==> src/rtl/tx_scan_pkg.sv <==
package tx_scan_pkg;

    typedef enum logic {
        SC_SEEK = 1'b0,
        SC_PARK = 1'b1
    } scan_mode_e;

    typedef struct packed {
        logic       full;
        logic [7:0] data;
    } hold_slot_t;

    function automatic int unsigned wrap_next(input int unsigned cur, input int unsigned n);
        return (cur + 1 >= n) ? 0 : cur + 1;
    endfunction

endpackage

==> src/rtl/tx_line_buf.sv <==
module tx_line_buf
    import tx_scan_pkg::*;
#(
    parameter int DW = 8
) (
    input  logic          clk,
    input  logic          rst,
    input  logic          load,
    input  logic [DW-1:0] load_data,
    input  logic          done,
    output logic          room,
    output logic          busy,
    output logic [DW-1:0] shift_char
);
    logic          hold_full;
    logic [DW-1:0] hold_data;
    logic          move;

    assign move = hold_full && (!busy || done);
    assign room = !hold_full;

    always_ff @(posedge clk) begin
        if (rst) begin
            hold_full  <= 1'b0;
            hold_data  <= '0;
            busy       <= 1'b0;
            shift_char <= '0;
        end else begin
            if (load) begin
                hold_full <= 1'b1;
                hold_data <= load_data;
            end else if (move) begin
                hold_full <= 1'b0;
            end
            if (move) begin
                busy       <= 1'b1;
                shift_char <= hold_data;
            end else if (done) begin
                busy <= 1'b0;
            end
        end
    end


    load_when_empty_chk: assert property (@(posedge clk) disable iff (rst)
        load |-> !hold_full);


    move_fills_shift_chk: assert property (@(posedge clk) disable iff (rst)
        move |=> busy);

endmodule

==> src/rtl/tx_scan_ctrl.sv <==
module tx_scan_ctrl
    import tx_scan_pkg::*;
#(
    parameter int NLINES = 8,
    localparam int LW = $clog2(NLINES)
) (
    input  logic              clk,
    input  logic              rst,
    input  logic              scan_en,
    input  logic [NLINES-1:0] line_en,
    input  logic [NLINES-1:0] room,
    input  logic              wr,
    output logic              ready,
    output logic [LW-1:0]     ptr,
    output logic [NLINES-1:0] load_sel
);
    scan_mode_e mode;
    logic [LW-1:0] ptr_inc;

    assign ready   = (mode == SC_PARK);
    assign ptr_inc = LW'(wrap_next(int'(ptr), NLINES));

    always_ff @(posedge clk) begin
        if (rst) begin
            mode <= SC_SEEK;
            ptr  <= '0;
        end else if (!scan_en) begin
            mode <= SC_SEEK;
        end else if (mode == SC_PARK) begin
            if (wr || !line_en[ptr]) begin
                mode <= SC_SEEK;
                ptr  <= ptr_inc;
            end
        end else begin
            if (line_en[ptr] && room[ptr])
                mode <= SC_PARK;
            else
                ptr <= ptr_inc;
        end
    end

    generate
        for (genvar g = 0; g < NLINES; g++) begin : g_sel
            assign load_sel[g] = ready && wr && (ptr == LW'(g));
        end
    endgenerate


    wr_clears_ready_chk: assert property (@(posedge clk) disable iff (rst)
        (ready && wr) |=> !ready);


    single_load_chk: assert property (@(posedge clk) disable iff (rst)
        $onehot0(load_sel));


    scan_off_idle_chk: assert property (@(posedge clk) disable iff (rst)
        !scan_en |=> !ready);


    parked_line_stable_chk: assert property (@(posedge clk) disable iff (rst)
        (ready && !wr && line_en[ptr] && scan_en) |=> (ready && $stable(ptr)));


    disabled_release_chk: assert property (@(posedge clk) disable iff (rst)
        (ready && !line_en[ptr]) |=> !ready);

endmodule

==> src/rtl/tx_scan_arb.sv <==
module tx_scan_arb
    import tx_scan_pkg::*;
#(
    parameter int NLINES = 8,
    parameter int DW = 8,
    localparam int LW = $clog2(NLINES)
) (
    input  logic                 clk,
    input  logic                 rst,
    input  logic                 scan_en,
    input  logic                 tx_irq_en,
    input  logic [NLINES-1:0]    line_en,
    input  logic                 tx_wr,
    input  logic [DW-1:0]        tx_data,
    input  logic [NLINES-1:0]    sh_done,
    output logic                 tx_ready,
    output logic [LW-1:0]        tx_line,
    output logic                 tx_irq,
    output logic [NLINES-1:0]    sh_busy,
    output logic [NLINES*DW-1:0] sh_char
);
    logic [NLINES-1:0] room;
    logic [NLINES-1:0] load_sel;

    tx_scan_ctrl #(.NLINES(NLINES)) u_ctrl (
        .clk      (clk),
        .rst      (rst),
        .scan_en  (scan_en),
        .line_en  (line_en),
        .room     (room),
        .wr       (tx_wr),
        .ready    (tx_ready),
        .ptr      (tx_line),
        .load_sel (load_sel)
    );

    generate
        for (genvar g = 0; g < NLINES; g++) begin : g_line
            tx_line_buf #(.DW(DW)) u_buf (
                .clk        (clk),
                .rst        (rst),
                .load       (load_sel[g]),
                .load_data  (tx_data),
                .done       (sh_done[g]),
                .room       (room[g]),
                .busy       (sh_busy[g]),
                .shift_char (sh_char[g*DW +: DW])
            );
        end
    endgenerate

    assign tx_irq = tx_ready && tx_irq_en;


    ready_room_chk: assert property (@(posedge clk) disable iff (rst)
        tx_ready |-> room[tx_line]);

endmodule

==> config.mk <==
export PLATFORM = sky130hd
export DESIGN_NAME = tx_scan_arb
export DESIGN_NICKNAME = d
export VERILOG_FILES = /design/src/rtl/tx_scan_pkg.sv /design/src/rtl/tx_line_buf.sv /design/src/rtl/tx_scan_ctrl.sv /design/src/rtl/tx_scan_arb.sv
export SDC_FILE = /design/constraint.sdc
export NUM_CORES = 1
export LEC_CHECK = 0
export BUFFER_PORTS_ARGS = -buffer_cell sky130_fd_sc_hd__buf_2
export CAP_MARGIN = 20
export CORE_MARGIN = 8
export CORE_UTILIZATION = 55
export DETAILED_ROUTE_END_ITERATION = 10
export PLACE_DENSITY = 0.78
export SLEW_MARGIN = 20
export SYNTH_ARGS = -nofsm -noshare
export SYNTH_HDL_FRONTEND = slang
export SYNTH_HIERARCHICAL = 1
export SYNTH_SLANG_ARGS = --single-unit
==> constraint.sdc <==
create_clock -name clk -period 5.5 [get_ports clk]
set_clock_uncertainty 0.05 [all_clocks]
set_input_delay 0 -clock clk [delete_from_list [all_inputs] [get_ports clk]]
set_output_delay 0 -clock clk [all_outputs]
set_load 0.02 [all_outputs]
==> flow_metrics.py <==
metrics = {
    "status": {
        "status": "completed",
    },
    "routing": {
        "postRouteAntennaNets": 0,
        "wl_mm": 14.9,
        "drc": 0,
        "wl_per_cell_um": 17.0,
        "drt-initial-drc-count": 372,
        "vias": 4797,
        "drtPass1Iterations": 4,
        "vias_per_cell": 5.46,
    },
    "floorplanning": {
        "coreArea_um2": 11900,
        "pin_count": 106,
        "die_w_um": 125,
        "dieArea_um2": 15700,
        "rows": 40,
        "die_h_um": 125,
        "initial_core_util": 0.555,
    },
    "placed_design": {
        "place_congestion": 0.921,
        "postPlaceCellArea_um2": 6970,
        "io_buffers": 105,
        "place_hpwl_mm": 10.1,
    },
    "min_path": {
        "hp-start": "rst",
        "hold_path_depth": 2,
        "holdPathEnd": "g_line[1].u_buf/hold_full",
        "min_path_type": "in -> reg",
    },
    "pwr": {
        "p_per_area_nw_per_um2": 317,
        "vdd_ir_drop_max_uv": 182,
        "switching_share": 0.214,
        "p_int_mw": 1.94,
        "power_frac_comb": 0.048,
        "power.leakage_nw": 2.78,
        "switching_power_mw": 0.528,
        "power_frac_seq": 0.443,
        "p_clk_frac": 0.509,
    },
    "logic_synthesis": {
        "ys_seq_area_frac": 0.450,
        "synth_nets": 653,
        "netlist_area_um2": 6590,
        "yosys_warnings": 6,
        "synth_cells": 618,
        "avgSynthCellArea_um2": 10.7,
        "yosysUniqueCellTypes": 35,
        "ys_ff_latch": 148,
    },
    "cells_and_area": {
        "layout_commonest_cell": "dfxtp_1",
        "n_fill_cell": 934,
        "fin_area_um2": 7790,
        "drive_above_1_share": 0.391,
        "n_antenna_cell": 0,
        "final_nets": 753,
        "area_growth_pct": 18.2,
        "mostFrequentLayoutCells": "dfxtp_1 (148), buf_2 (104), nor2_1 (98)",
    },
    "timing": {
        "maxSlewViolCount": 0,
        "hold_ws_ns": 0.0340,
        "fin_crit_sh": 0.411,
        "hold_viol": 0,
        "tightest_slew_ns": 0.995,
        "relSlewSlack": 0.335,
        "tns_ns": 0,
        "fmax_mhz": 443,
        "rsz0062_at_grt": "false",
        "finalSetupViolCount": 0,
        "period_minus_slack_ns": 2.26,
    },
    "grt": {
        "grt_max_degree": 87,
        "antenna_found_initial": 0,
        "grt_use_total": 0.188,
        "grt_pass1_wl_mm": 23.9,
        "grt_pass1_vias": 4688,
        "grt-ovfl-total": 0,
    },
    "critical_path": {
        "rr_worst_depth": 6,
        "arrival_ns": 2.47,
        "setup.worst_path.end_class": "register",
        "critPathMaxFanout": 11,
        "r2r-start": "u_ctrl/ptr[0]",
        "ff2ff_setup_slack_ns": 3.24,
        "r2r-end": "g_line[6].u_buf/hold_data[7]",
        "worst_ep_required_time_ns": 5.71,
        "worst-setup-path-type": "reg -> reg",
        "setup.worst_path.start": "u_ctrl/ptr[0]",
        "cp-start-kind": "register",
    },
    "clocking": {
        "ctsHoldBuffers": 17,
        "clk_pin_slew_ns": 0.06,
        "cts_max_level": 4,
        "cts_tree": "done",
        "cts_setup_buffers": 0,
        "cts_root_buf": "clkbuf_16",
        "numClockSinks": 148,
        "ctsLongestPathBuffers": 2,
        "cts-resized-gates": 0,
        "cts_made_buffers": 17,
        "clk_latency_ns": 0.42,
    },
    "flow_run": {
        "max_cap_viol_count": 0,
    },
}
==> state kept, by name, summed over array words and instances, names as in the netlist <==
signal / count
u_ctrl/ptr: 3
u_ctrl/ready: 1
g_line.u_buf/busy: 8
g_line.u_buf/hold_data: 64
g_line.u_buf/shift_char: 64
g_line.u_buf/hold_full: 8
==> worst max path at each step <==
stage                                         to  slack, ns  cells past startpoint
floorplan                          u_ctrl/ptr[1]       3.52                      6
global placement    g_line[4].u_buf/hold_data[6]       3.39                      6
detailed placement  g_line[4].u_buf/hold_data[7]       3.27                      6
CTS                 g_line[4].u_buf/hold_data[7]       3.26                      6
global route        g_line[4].u_buf/hold_data[5]       3.06                      6
finish              g_line[6].u_buf/hold_data[7]       3.24                      6
==> Yosys cell counts (all sizes together) <==
| library cell | number | area, um^2 |
|---|---|---|
| nor2b | 8 | 110 |
| a22oi | 1 | 7.51 |
| o32ai | 1 | 8.76 |
| a32o | 1 | 10.0 |
| o22ai | 1 | 6.26 |
| and2 | 3 | 20.0 |
| and2b | 1 | 8.76 |
| or2 | 1 | 6.26 |
| o211ai | 1 | 7.51 |
| or3 | 1 | 6.26 |
| bufinv | 8 | 140 |
| o21ai | 66 | 571 |
| dfxtp | 148 | 2960 |
| mux2i | 66 | 661 |
| ha | 6 | 75.1 |
| mux2 | 2 | 22.5 |
| buf | 42 | 343 |
| o41a | 1 | 11.3 |
| nor3 | 4 | 20.0 |
| nand3b | 64 | 480 |
| mux4 | 2 | 48.8 |
| nor2 | 98 | 368 |
| inv | 4 | 15.0 |
| and3 | 3 | 18.8 |
| a21oi | 75 | 616 |
| nand2 | 9 | 33.8 |
| or4 | 1 | 11.3 |
==> through the flow <==
stage	instances	utilization	total power [mW]	setup WS [ns]
6_report	878	0.657	2.47	3.24
5_1_grt	878	0.657	2.55	3.06
4_1_cts	878	0.657	2.49	3.26
3_5_place_dp	829	0.588	1.23	3.27
3_3_place_gp	829	0.588	1.22	3.39
2_1_floorplan	618	-	1.19	3.52
==> metal layers <==
layer	up-vias	GRT usage	share of wire
met4	0	0.0716	0.0078
met1	2307	0.233	0.44
met5	-	0	0
met3	8	0.0578	0.061
li1	2358	-	-
met2	124	0.302	0.49
==> critical path, cell delays in order, from the launching register on <==
cell and delay, ns:
dfxtp_1 0.42, inv_1 0.25, ha_1 0.19, nand2_1 0.07
nor2_1 0.74, mux2i_1 0.31, nor2_1 0.07
==> cell families (layout without fill, tap and decap cells) <==
family / Yosys count / in the layout / share of synthesized area
mux: 70 / 70 / 0.111
buf+inv: 54 / 167 / 0.0756
flops: 148 / 148 / 0.450
fa+ha+maj: 6 / 6 / 0.0114
compound gates: 147 / 147 / 0.188
simple gates: 193 / 193 / 0.164
==> power groups by stage <==
stage / clock network [mW] / registers [mW] / logic, mW
after floorplan: 0 / 1.11 / 0.0762
after global placement: 0 / 1.12 / 0.105
after detailed placement: 0 / 1.12 / 0.108
after CTS: 1.28 / 1.09 / 0.118
after global routing: 1.32 / 1.09 / 0.128
final: 1.26 / 1.09 / 0.119
==> final cells by class <==
type,count,area [um^2],share of cell area
tap,147,184,0.0236
inverter,12,155,0.0199
multi-input combinational,416,3130,0.402
timing repair buffer,123,709,0.0911
sequential,148,2960,0.380
clock inverter,13,205,0.0263
clock buffer,19,443,0.0569
(Power assumes the default switching activity.)
